$ cat config.mk
export PLATFORM = sky130hd
export DESIGN_NAME = psr_top
export DESIGN_NICKNAME = d
export VERILOG_FILES = /design/src/rtl/psr_pkg.sv /design/src/rtl/psr_release_sync.sv /design/src/rtl/psr_ctl_decode.sv /design/src/rtl/psr_stage.sv /design/src/rtl/psr_top.sv
export SDC_FILE = /design/constraint.sdc
export NUM_CORES = 1
export LEC_CHECK = 0
export ABC_AREA = 1
export BUFFER_PORTS_ARGS = -buffer_cell sky130_fd_sc_hd__buf_2
export CAP_MARGIN = 20
export CORE_AREA = 4 4 41 43
export CTS_BUF_LIST = sky130_fd_sc_hd__clkbuf_8
export DETAILED_ROUTE_END_ITERATION = 7
export DIE_AREA = 0 0 45 47
export PLACE_DENSITY = 0.79
export SYNTH_ARGS = -nofsm -noshare
export SYNTH_HDL_FRONTEND = slang
export SYNTH_HIERARCHICAL = 1
export SYNTH_SLANG_ARGS = --single-unit
$ cat constraint.sdc
create_clock -name clk -period 0.8 [get_ports clk]
set_input_delay 0.04 -clock clk [delete_from_list [all_inputs] [get_ports clk]]
set_output_delay 0.04 -clock clk [all_outputs]
set_load 0.005 [all_outputs]
$ cat src/rtl/psr_pkg.sv
package psr_pkg;

    // Action taken by every stage on a clock edge
    typedef enum logic [1:0] {
        ACT_HOLD  = 2'd0,
        ACT_SHIFT = 2'd1,
        ACT_LOAD  = 2'd2
    } psr_act_e;

    // Control inputs sampled at the clock edge
    typedef struct packed {
        logic live;
        logic hold;
        logic shift_sel;
    } psr_ctl_t;

    localparam int unsigned PSR_SYNC_DEPTH = 2;

    function automatic psr_act_e psr_decode(input psr_ctl_t c);
        psr_act_e a;
        if (!c.live || c.hold) begin
            a = ACT_HOLD;
        end else if (c.shift_sel) begin
            a = ACT_SHIFT;
        end else begin
            a = ACT_LOAD;
        end
        return a;
    endfunction

endpackage

$ cat src/rtl/psr_release_sync.sv
module psr_release_sync #(
    parameter int unsigned DEPTH = 2
) (
    input  logic clk,
    input  logic clear_n,
    output logic live
);
    logic [DEPTH-1:0] chain;

    // Assert immediately, release after DEPTH rising edges
    always_ff @(posedge clk or negedge clear_n) begin
        if (!clear_n) begin
            chain <= '0;
        end else begin
            chain <= {chain[DEPTH-2:0], 1'b1};
        end
    end

    assign live = chain[DEPTH-1];
endmodule

$ cat src/rtl/psr_ctl_decode.sv
module psr_ctl_decode
    import psr_pkg::*;
(
    input  logic     live,
    input  logic     hold,
    input  logic     shift_sel,
    output psr_act_e act
);
    psr_ctl_t ctl;

    always_comb begin
        ctl.live      = live;
        ctl.hold      = hold;
        ctl.shift_sel = shift_sel;
        act           = psr_decode(ctl);
    end
endmodule

$ cat src/rtl/psr_stage.sv
module psr_stage
    import psr_pkg::*;
(
    input  logic     clk,
    input  logic     live,
    input  psr_act_e act,
    input  logic     par_bit,
    input  logic     prev_bit,
    output logic     q
);
    always_ff @(posedge clk or negedge live) begin
        if (!live) begin
            q <= 1'b0;
        end else begin
            case (act)
                ACT_SHIFT: q <= prev_bit;
                ACT_LOAD:  q <= par_bit;
                default:   q <= q;
            endcase
        end
    end
endmodule

$ cat src/rtl/psr_top.sv
module psr_top
    import psr_pkg::*;
#(
    parameter int unsigned WIDTH = 8
) (
    input  logic             clk,
    input  logic             hold,
    input  logic             clear_n,
    input  logic             shift_sel,
    input  logic             ser_in,
    input  logic [WIDTH-1:0] par_in,
    output logic             ser_out
);
    localparam int unsigned LAST = WIDTH - 1;

    logic             live;
    psr_act_e         act;
    logic [WIDTH-1:0] stage_q;

    psr_release_sync #(.DEPTH(PSR_SYNC_DEPTH)) u_sync (
        .clk     (clk),
        .clear_n (clear_n),
        .live    (live)
    );

    psr_ctl_decode u_dec (
        .live      (live),
        .hold      (hold),
        .shift_sel (shift_sel),
        .act       (act)
    );

    for (genvar i = 0; i < WIDTH; i++) begin : g_stage
        logic prev;
        if (i == 0) begin : g_head
            assign prev = ser_in;
        end else begin : g_body
            assign prev = stage_q[i-1];
        end
        psr_stage u_st (
            .clk      (clk),
            .live     (live),
            .act      (act),
            .par_bit  (par_in[i]),
            .prev_bit (prev),
            .q        (stage_q[i])
        );
    end

    assign ser_out = stage_q[LAST];
endmodule

---- After elaboration in Yosys (flattened, before gate mapping) ----
Cells that the tools add are included.
storage, ports and cells
  bits in registers ....................... 10
  output and inout bits ................... 1
cells by class
  equal/unequal tests ..................... 2
  mux-type cells .......................... 10
  reduce and logical (&&, ||, !) cells .... 3
operators by type and width
  cell                                           count
  one-hot mux 1 bit (2 select lines)             8
  2-to-1 mux 2 bit                               2
  == test 2 x 1 -> 1 bit, second input constant  1
  == test 2 bit, second input constant           1
  nonzero test 2 bit                             1
  zero test 1 bit                                1
  logical OR 1 bit                               1

---- Depth between registers and ports, before layout ----
Gate-level depths: netlist of run 1.
  word-level depth ........................ 5
  depth in mapped cells ................... 9
  mapped depth without buffers ............ 9

---- Cells and area by module ----
Netlist of run 1, hierarchy kept.
by module, submodules not included
  module            instances  cells each  area each (um2)  sequential area each (um2)
  psr_stage         8          12          76.3             25.0
  psr_release_sync  1          3           53.8             50.0
  psr_ctl_decode    1          5           18.8             0.0

---- Least setup slack after synthesis of run 1 ----
No wires, ideal clock.
  kind .................................... register to register
  start point ............................. register u_sync.chain[1]
  end point ............................... register g_stage[0].u_st.q
  library setup time ...................... 0.117 ns
  arrival ................................. 1.387 ns
  path slack .............................. -0.704 ns
  stages on the path, launching flop included .. 8
  buffers on the path ..................... 0
  period minus slack after synthesis ...... 1.504 ns
  cell sequence ........................... dfrtp_1 -> nand2_1 -> nor2_1 -> inv_1 -> ha_1 -> inv_1 -> nand3_1 -> nand2_1
between the ends
  cells in the longest elaborated chain, start to end .. 5
  elaborated cells on any way between the ends .. 7
  classes of those cells .................. 2 x eq/ne; 2 x mux; 3 x reduce/logical
ends and longest elaborated chain
  what                                                                      RTL line                text
  from (decl)                                                               psr_release_sync.sv:8   logic [DEPTH-1:0] chain;
  from (signal assigned)                                                    psr_release_sync.sv:15  chain <= {chain[DEPTH-2:0], 1'b1};
  zero test 1 bit (no line) (*)                                             -
  logical OR 1 bit (*)                                                      psr_pkg.sv:21           if (!c.live || c.hold) begin
  2-to-1 mux 2 bit (*)                                                      psr_pkg.sv:21
  named net act[0]                                                          psr_top.sv:17           psr_act_e act;
  == test 2 bit or == test 2 x 1 -> 1 bit (tied branches)                   psr_stage.sv:15         case (act)
  one-hot mux 1 bit (2 select lines) or nonzero test 2 bit (tied branches)  -
  to (signal assigned)                                                      psr_stage.sv:16         ACT_SHIFT: q <= prev_bit;
  to (signal assigned)                                                      psr_stage.sv:17         ACT_LOAD: q <= par_bit;
  to (signal assigned)                                                      psr_stage.sv:18         default: q <= q;
  to (decl)                                                                 psr_stage.sv:9          output logic q
Mark *: on every way through the listed nets, which the timed path passes. The rest lies on a longest branch.
A chain may end at the register's enable or synchronous reset.

---- Final worst setup path of run 1 ----
  start point ............................. register u_sync.chain[1]
  end point ............................... register g_stage[5].u_st.q
between the ends
  cells in the longest elaborated chain, start to end .. 5
  elaborated cells on any way between the ends .. 7
  classes of those cells .................. 2 x eq/ne; 2 x mux; 3 x reduce/logical
ends and longest elaborated chain
  what                                                                      RTL line
  zero test 1 bit (no line) (*)                                             -
  logical OR 1 bit (*)                                                      psr_pkg.sv:21
  2-to-1 mux 2 bit (*)                                                      psr_pkg.sv:21
  named net act[0]                                                          psr_top.sv:17
  == test 2 bit or == test 2 x 1 -> 1 bit (tied branches)                   psr_stage.sv:15
  one-hot mux 1 bit (2 select lines) or nonzero test 2 bit (tied branches)  -
  to (signal assigned)                                                      psr_stage.sv:16
  to (signal assigned)                                                      psr_stage.sv:17
  to (signal assigned)                                                      psr_stage.sv:18
  to (decl)                                                                 psr_stage.sv:9
Marked as above.

==> summary.txt, run 1 <==
Status
  • Status: complete, but fails checks
  • Failing checks: negative setup slack

Global routing
  • Total grt overflow: 0
  • Global routing's busiest layer: met2
  • GRT met3 Usage: 0.0268
  • First-pass GRT wire length: 2750 µm
  • GR Util met2: 0.353
  • Largest net degree at the start of global routing: 9
  • Total GRT Usage: 0.188
  • Initial antenna violation count: 0
  • Global-route track usage on met1: 0.213
  • Vias in the first global route: 636

Run
  • Max-cap viol count: 0

Layout
  • Fin util: 0.790
  • Fin area: 0.00103 mm²
  • Finished Layout Cells: 140
  • Antenna cells: 0
  • Layout cell share with drive strength beyond 1: 0.392
  • Final #Nets: 147
  • Area Overhead vs Synth: 50.6%

Yosys
  • Syn Inst Count: 104
  • Leading post-synthesis cells by cell area: dfrtp_1 37%, inv_1 23%, nand2_1 18%, ha_1 15%, nand3_1 5.9%
  • Commonest cells post-synth: 42 x inv_1, 33 x nand2_1, 10 x dfrtp_1, 8 x ha_1, 8 x nand3_1
  • Cell Area, Synth: 683 µm²
  • Synth top area share: 0.366
  • Post-synth ARST share: 1.00
  • Synth area leader: dfrtp_1
  • Synth cell types: 7
  • Yosys warnings: 6
  • #FFs+latches synth: 10
  • Most frequent cell after synthesis: inv_1
  • Post-Syn Nets: 125
  • Avg Inst Size Synth: 6.57 µm²
  • Post-synthesis sequential area ratio: 0.366
  • Dominant synthesized flop cell: dfrtp_1
  • EDFF count, synth: 0

Power and ir drop
  • Power Density: 1780 mW/mm²
  • Static Leak: 0.587 nW
  • Maximum vdd drop: 1.18 mV

Setup path
  • Crit Path Class: reg2reg
  • Worst path slowest cell: dfrtp_2
  • Startpoint Class: flop
  • Reg2Reg Capture Point: g_stage[5].u_st/q$_DFFE_PN0P_
  • Path depth of the worst reg2reg path: 8
  • Worst reg2reg setup slack: -0.51 ns
  • Critical Path End: g_stage[5].u_st/q$_DFFE_PN0P_
  • Crit path largest cell delay: 0.39 ns
  • Beginning of the critical path: u_sync/chain[1]$_DFF_PN0_
  • Maximum fanout along the worst path: 8
  • Setup crit end kind: flop
  • Crit path cell chain: nand2_4, nor2_4, buf_12, inv_2, ha_4, inv_1, nand3_1, nand2_1
  • Crit path DAT: 1.42 ns
  • WP data required: 0.91 ns
  • Critical R2R Launch: u_sync/chain[1]$_DFF_PN0_

Die
  • Ports: 14
  • Initial Util: 0.525
  • Die span in y: 47 µm
  • Area of the die: 0.00212 mm²
  • Core Region: 0.00130 mm²
  • Rows: 13
  • Chip width: 45 µm

Routing
  • First-pass DRT Iterations: 4
  • Antenna-violating nets left: 0
  • Vias per cell: 4.50
  • Wirelength per Cell: 11.8 µm
  • Final wirelength: 1650 µm
  • Via Count: 630
  • DR DRC count: 0
  • Iter 0 DRT Violations: 8

STA
  • F_max: 0.765 GHz
  • Final setup viols: 8
  • Final clock skew: 0.00313 ns
  • Final hold viol count: 0
  • RSZ-0062 raised after global routing: yes
  • Final Max Slew Viols: 0
  • Final worst-path cycle share: 1.63
  • Final setup margin: -0.507 ns
  • Fin crit period: 1.31 ns

Placement
  • Cells after DPL: 133
  • Pre-CTS setup slack: -0.451 ns
  • Routability congestion estimate from global placement: 0.729
  • Placed Area: 798 µm²
  • DP HPWL: 907 µm
  • PortBufs: 13

Clock tree
  • Root Buffer: clkbuf_8
  • Sink Count: 10
  • Worst-Skew Late Latency: 0.23 ns
  • H-tree depth: 1
  • Clk slew on worst S/H paths: 0.05 ns
  • CTS tree: done
  • Max Root-Sink Buffers: 2
  • Inserted Clock Buffers: 3

Hold path
  • HP Class: in2async
[per-stage QoR]
stage / TNS (ns) / power [mW] / hold slack, ns
after floorplan: -3.88 / 0.945 / -0.256
after global placement: -3.28 / 1.04 / -0.174
after detailed placement: -3.51 / 1.06 / -0.171
after CTS: -3.55 / 1.77 / 0.111
after global routing: -4.27 / 1.94 / 0.117
final: -3.85 / 1.83 / 0.112
[cell type report]
class / instances / area [µm²]
Timing Repair Buffer: 17 / 123
Multi-Input combinational cell: 52 / 420
Fill cell: 84 / 273
Clock buffer: 4 / 55.1
Tap cell: 15 / 18.8
Sequential cell: 10 / 251
Inverter: 42 / 160
[report_power, final]
part	internal (mW)	leakage, nW	switching, mW
combinational	0.214	0.434	0.278
clock	0.433	0.0288	0.198
sequential	0.632	0.125	0.0755
total	1.28	0.587	0.551
[how the worst min path moves through the flow]
stage                     startpoint                       endpoint  depth (start not counted)
after floorplan              clear_n      u_sync/chain[0]$_DFF_PN0_                          0
after global placement       clear_n      u_sync/chain[0]$_DFF_PN0_                          1
after detailed placement     clear_n      u_sync/chain[0]$_DFF_PN0_                          1
after CTS                  par_in[6]  g_stage[6].u_st/q$_DFFE_PN0P_                          5
after global routing         clear_n      u_sync/chain[1]$_DFF_PN0_                          2
final                        clear_n      u_sync/chain[1]$_DFF_PN0_                          2
[registers in the layout, summed over array words and instances, names as in the netlist]
signal          cells
u_sync/chain        2
g_stage.u_st/q      8
[layout by cell type, fill, tap and decap left out]
master,Yosys,routed
conb_1,1,1
dlygate4sd3_1,0,1
nor2_4,0,2
buf_12,0,2
clkbuf_8,0,4
nand2_4,0,1
inv_1,42,31
nand2_2,0,3
buf_2,0,13
dfrtp_1,10,9
buf_4,0,1
dfrtp_2,0,1
nand3_2,0,3
inv_2,0,10
nand2_1,33,29
nand3_1,8,5
ha_4,0,8
inv_4,0,1
[logic make-up after synthesis]
logic type / count (synthesis) / synth area share
and+or+nand+nor: 43 / 0.251
buffers and inverters: 42 / 0.231
DFF: 10 / 0.366
other: 1 / 0.00549
adders and majority gates: 8 / 0.147
[layer usage]
| layer | routed length (µm) | up-vias |
|---|---|---|
| met1 | 706 | 286 |
| met4 | 10 | 0 |
| met2 | 882 | 14 |
| met5 | 0 | - |
| met3 | 49 | 2 |
| li1 | - | 328 |
[worst max-delay path, delay by kind of cell (launching register included)]
kind,cells,cell delay (ns)
fa+ha+maj,1,0.25
flops,1,0.39
simple gates,4,0.32
buf+inv,3,0.22
[what timing repair did]
action                     in CTS  in global routing
buffers inserted                2                  0
setup endpoints to repair       8                  8
gates resized for setup        16                 10
pin swaps                       5                  7
hold endpoints to repair        2                  0
hold buffers                    1                  0
Power figures use the tool's default switching activity.
==> inputs of run 2 (changes only) <==
--- a/config.mk
+++ b/config.mk
@@ -12,7 +12,8 @@
 export CTS_BUF_LIST = sky130_fd_sc_hd__clkbuf_8
 export DETAILED_ROUTE_END_ITERATION = 7
 export DIE_AREA = 0 0 45 47
-export PLACE_DENSITY = 0.79
+export GPL_TIMING_DRIVEN = 0
+export PLACE_DENSITY = 0.77
 export SYNTH_ARGS = -nofsm -noshare
 export SYNTH_HDL_FRONTEND = slang
 export SYNTH_HIERARCHICAL = 1
==> summary.txt, run 2 (same netlist as run 1, synthesis figures left out) <==
Routing
  • Wirelength per Cell: 11.4 µm
  • M1 wire length: 602 µm
  • Via Count: 648
  • Vias per cell: 4.60
  • Metal3 WL: 84 µm
  • Final wirelength: 1610 µm
  • Antenna-violating nets left: 0
  • Highest Signal Layer: met4
  • DR DRC count: 0
  • DR WL met2: 832 µm
  • First-pass DRT Iterations: 2
  • Iter 0 DRT Violations: 6

Layout
  • Commonest non-fill, non-tap cells in the layout: 28 x nand2_1, 23 x inv_1, 13 x buf_2, 12 x inv_2, 9 x dfrtp_1
  • Multi-input gate area: 448 µm²
  • Filler Cells Inserted: 88
  • Fin util: 0.826
  • Area Overhead vs Synth: 57.3%
  • Antenna cells: 0
  • Register area: 251 µm²
  • Commonest non-fill, non-tap cell in the layout: nand2_1
  • Final #Nets: 148
  • Reg with most FFs: g_stage.u_st/q
  • Fin area: 0.00107 mm²
  • Layout cell share with drive strength beyond 1: 0.508
  • Max FFs per register: 8
  • Top Registers: g_stage.u_st/q (8), u_sync/chain (2)
  • Finished Layout Cells: 141

STA
  • Setup tns final: -3.93 ns
  • Final setup viols: 8
  • Fin crit period: 1.30 ns
  • Final hold viol count: 0
  • Final worst-path cycle share: 1.63
  • Final setup margin: -0.502 ns
  • RSZ-0062 raised after global routing: yes
  • Final hold slack: 0.112 ns
  • Final Max Slew Viols: 0
  • F_max: 0.768 GHz
  • Final clock skew: 0.00274 ns

Setup path
  • Setup crit end kind: flop
  • Startpoint Class: flop
  • Maximum fanout along the worst path: 3
  • WP data required: 0.92 ns
  • Path depth of the worst reg2reg path: 7
  • Critical R2R Launch: u_sync/chain[1]$_DFF_PN0_
  • Critical Path End: g_stage[5].u_st/q$_DFFE_PN0P_
  • Beginning of the critical path: u_sync/chain[1]$_DFF_PN0_
  • Crit path DAT: 1.42 ns
  • Reg2Reg Capture Point: g_stage[5].u_st/q$_DFFE_PN0P_
  • Worst reg2reg setup slack: -0.50 ns
  • Crit Path Class: reg2reg

Clock tree
  • Max Root-Sink Buffers: 2
  • Worst-Skew Late Latency: 0.23 ns
  • H-tree depth: 1
  • Root Buffer: clkbuf_8
  • Sink Count: 10
  • Inserted Clock Buffers: 3
  • Clk slew on worst S/H paths: 0.04 ns
  • CTS tree: done

Power and ir drop
  • Static Leak: 0.588 nW
  • Clk pwr share: 0.293
  • Power, Total: 1.74 mW
  • Switching fraction of total power: 0.311
  • Psw: 0.543 mW
  • Register share of total power: 0.404
  • Int Pwr: 1.20 mW
  • Maximum vdd drop: 1.30 mV
  • Power Density: 1620 mW/mm²
  • Combinational power share: 0.304

Hold path
  • HP Class: in2reg

Global routing
  • Total GRT Usage: 0.187
  • Initial antenna violation count: 0
  • Vias in the first global route: 652
  • Largest net degree at the start of global routing: 9
  • First-pass GRT wire length: 2700 µm
  • Total grt overflow: 0

Die
  • Area of the die: 0.00212 mm²
  • Chip width: 45 µm
  • Ports: 14
  • Die span in y: 47 µm
  • Initial Util: 0.525
  • Core Region: 0.00130 mm²
  • Rows: 13

Placement
  • Pre-CTS setup slack: -0.658 ns
  • Placed Area: 791 µm²
  • PortBufs: 13
  • Cells after DPL: 132
  • DP HPWL: 981 µm
  • Routability congestion estimate from global placement: 0.729

Status
  • Failing checks: negative setup slack
  • Status: complete, but fails checks

Run
  • Max-cap viol count: 0
-- run 2: routing by layer --
layer,vias up,GRT usage
met2,18,0.325
met1,288,0.189
met3,11,0.0575
li1,331,-
met5,-,0
met4,0,0.140
-- run 2: worst min-delay path by stage --
stage	start	endpoint	slack, ns	cells after the start
2_1_floorplan	clear_n	u_sync/chain[0]$_DFF_PN0_	-0.26	0
3_3_place_gp	clear_n	u_sync/chain[0]$_DFF_PN0_	-0.18	1
3_5_place_dp	clear_n	u_sync/chain[0]$_DFF_PN0_	-0.17	1
4_1_cts	clear_n	u_sync/chain[0]$_DFF_PN0_	0.11	2
5_1_grt	clear_n	u_sync/chain[0]$_DFF_PN0_	0.12	2
6_report	par_in[0]	g_stage[0].u_st/q$_DFFE_PN0P_	0.11	5
-- run 2: area by class of cell --
class                           count  area share
Multi-Input combinational cell     52       0.417
Sequential cell                    10       0.234
Inverter                           42       0.165
Timing Repair Buffer               18       0.125
Clock buffer                        3      0.0384
Tap cell                           15      0.0175
Clock inverter                      1     0.00349
-- run 2: power by group through the flow --
stage | sequential [mW] | clock [mW] | combinational, mW
6_report | 0.704 | 0.511 | 0.530
5_1_grt | 0.717 | 0.558 | 0.608
4_1_cts | 0.697 | 0.523 | 0.499
3_5_place_dp | 0.709 | 0 | 0.352
3_3_place_gp | 0.705 | 0 | 0.330
2_1_floorplan | 0.696 | 0 | 0.249
-- run 2: critical path: stages (launching register included) --
cell and delay [ns]:
dfrtp_2 0.39, nand2_4 0.09, nor2_4 0.13, buf_6 0.15, inv_4 0.04, ha_4 0.24
nand2_1 0.09, nand2_1 0.06
-- run 2: repair_timing --
| item | 4_1_cts | 5_1_grt |
|---|---|---|
| setup endpoints to repair | 8 | 9 |
| resized for setup | 43 | 7 |
| endpoints found under the hold margin | 2 | 0 |
| setup buffers | 4 | 0 |
| hold buffers | 1 | 0 |
| pin swaps | 19 | 2 |
==> inputs of run 3 (changes only) <==
--- a/config.mk
+++ b/config.mk
@@ -8,12 +8,14 @@
 export ABC_AREA = 1
 export BUFFER_PORTS_ARGS = -buffer_cell sky130_fd_sc_hd__buf_2
 export CAP_MARGIN = 20
-export CORE_AREA = 4 4 41 43
+export CORE_ASPECT_RATIO = 0.9
+export CORE_MARGIN = 4
+export CORE_UTILIZATION = 35
 export CTS_BUF_LIST = sky130_fd_sc_hd__clkbuf_8
+export CTS_CLUSTER_SIZE = 10
 export DETAILED_ROUTE_END_ITERATION = 7
-export DIE_AREA = 0 0 45 47
 export GPL_TIMING_DRIVEN = 0
-export PLACE_DENSITY = 0.77
+export PLACE_DENSITY = 0.57
 export SYNTH_ARGS = -nofsm -noshare
 export SYNTH_HDL_FRONTEND = slang
 export SYNTH_HIERARCHICAL = 1
==> summary.txt, run 3 (same netlist as run 1, synthesis figures left out) <==
Routing
  • Antenna-violating nets left: 0
  • Final wirelength: 1330 µm
  • First-pass DRT Iterations: 2
  • Wirelength per Cell: 8.82 µm
  • Vias per cell: 4.01
  • Iter 0 DRT Violations: 2
  • DR DRC count: 0
  • Via Count: 605

Power and ir drop
  • Int Pwr: 1.29 mW
  • Combinational power share: 0.259
  • Register share of total power: 0.386
  • Static Leak: 0.598 nW
  • Power Density: 1690 mW/mm²
  • Psw: 0.504 mW
  • Switching fraction of total power: 0.281
  • Maximum vdd drop: 1.62 mV
  • Clk pwr share: 0.354

Status
  • Failing checks: negative setup slack
  • Status: complete, but fails checks

Setup path
  • Crit path DAT: 1.43 ns
  • Crit path largest cell delay: 0.39 ns
  • Crit path cell chain: nand2_4, nor2_4, buf_12, inv_2, ha_4, inv_1, nand3_1, nand2_1
  • WP data required: 0.93 ns
  • Setup crit end kind: flop
  • Crit Path Class: reg2reg
  • Worst path slowest cell: dfrtp_2
  • Maximum fanout along the worst path: 7
  • Worst reg2reg setup slack: -0.50 ns
  • Startpoint Class: flop

Clock tree
  • Root Buffer: clkbuf_8
  • H-tree depth: 1
  • Sink Count: 10
  • Worst-Skew Late Latency: 0.23 ns
  • Inserted Clock Buffers: 3
  • Clk slew on worst S/H paths: 0.05 ns
  • CTS tree: done
  • Max Root-Sink Buffers: 2

Placement
  • Placed Area: 802 µm²
  • Pre-CTS setup slack: -0.682 ns
  • DP HPWL: 885 µm
  • PortBufs: 13
  • Routability congestion estimate from global placement: 0.658

Die
  • Ports: 14
  • Core Region: 0.00175 mm²
  • Chip width: 54.6 µm
  • Initial Util: 0.390
  • Rows: 14
  • Area of the die: 0.00272 mm²
  • Die span in y: 49.9 µm

Layout
  • Top Registers: g_stage.u_st/q (8), u_sync/chain (2)
  • Reg with most FFs: g_stage.u_st/q
  • Filler Cells Inserted: 154
  • Commonest non-fill, non-tap cells in the layout: 32 x nand2_1, 31 x inv_1, 13 x buf_2, 9 x dfrtp_1, 8 x ha_4
  • Fin util: 0.605
  • Antenna cells: 0
  • Fin area: 0.00106 mm²
  • Area Overhead vs Synth: 55.1%
  • Max FFs per register: 8
  • Commonest non-fill, non-tap cell in the layout: nand2_1
  • Register area: 251 µm²
  • Layout cell share with drive strength beyond 1: 0.378
  • Final #Nets: 149
  • Multi-input gate area: 413 µm²

STA
  • Final setup margin: -0.504 ns
  • Final hold slack: 0.109 ns
  • Final worst-path cycle share: 1.63
  • Setup tns final: -3.89 ns
  • Final clock skew: 0.000388 ns
  • Fin crit period: 1.30 ns
  • Final hold viol count: 0
  • Final setup viols: 8
  • RSZ-0062 raised after global routing: yes
  • Final Max Slew Viols: 0
  • F_max: 0.767 GHz

Global routing
  • Total grt overflow: 0
  • Vias in the first global route: 568
  • Initial antenna violation count: 0
  • Total GRT Usage: 0.114
  • Largest net degree at the start of global routing: 9
  • First-pass GRT wire length: 2280 µm

Hold path
  • HP Class: in2reg

Run
  • Max-cap viol count: 0
-- run 3: cell types whose count changed in the layout (fill, tap and decap cells not counted), sizes merged --
| cell | previous run | this run |
|---|---|---|
| inv | 43 | 41 |
| buf | 17 | 18 |
| clkbuf | 3 | 4 |
| clkinv | 0 | 1 |
-- run 3: critical path, delay by kind of cell (launching register included) --
kind / cells / cell delay, ns
adders and majority gates: 1 / 0.26
DFF: 1 / 0.39
and+or+nand+nor: 4 / 0.31
buffers and inverters: 3 / 0.24
-- run 3: final timing paths --
check,startpoint,endpoint,cells past startpoint
min in group asynchronous,clear_n,u_sync/chain[1]$_DFF_PN0_,2
max,u_sync/chain[1]$_DFF_PN0_,g_stage[4].u_st/q$_DFFE_PN0P_,8
min reg2reg,u_sync/chain[1]$_DFF_PN0_,g_stage[3].u_st/q$_DFFE_PN0P_,1
min,par_in[2],g_stage[2].u_st/q$_DFFE_PN0P_,5
max reg2reg,u_sync/chain[1]$_DFF_PN0_,g_stage[4].u_st/q$_DFFE_PN0P_,8
max in group asynchronous,u_sync/chain[1]$_DFF_PN0_,g_stage[6].u_st/q$_DFFE_PN0P_,1
-- run 3: timing repair --
item	CTS	global route
pin swaps	5	1
resized for setup	16	14
endpoints found under the hold margin	2	0
endpoints found under the setup margin	8	9
setup buffers	4	1
hold buffers	1	0
-- run 3: through the flow --
step | power, mW | cells
5_1_grt | 1.93 | 151
6_report | 1.79 | 151
2_1_floorplan | 0.945 | 104
3_5_place_dp | 1.05 | 141
3_3_place_gp | 1.04 | 141
4_1_cts | 1.76 | 150
-- run 3: power groups by stage --
stage                     sequential [mW]  clock [mW]  combinational (mW)
final                               0.693       0.635               0.465
after global routing                0.712       0.669               0.546
after CTS                           0.695       0.642               0.421
after detailed placement            0.710           0               0.341
after global placement              0.707           0               0.332
after floorplan                     0.696           0               0.249
-- run 3: final cells by class --
type | instances | area share
inverter | 42 | 0.163
clock buffer | 4 | 0.0519
tap | 24 | 0.0283
sequential | 10 | 0.237
timing repair buffer | 19 | 0.130
multi-input combinational | 52 | 0.390
-- run 3: per-layer routing --
layer | GRT usage | vias to the layer above | routed length (µm)
met5 | 0 | - | 0
met4 | 0.0415 | 0 | 10
met3 | 0.0271 | 2 | 60
met2 | 0.185 | 10 | 665
met1 | 0.143 | 259 | 596
li1 | - | 334 | -
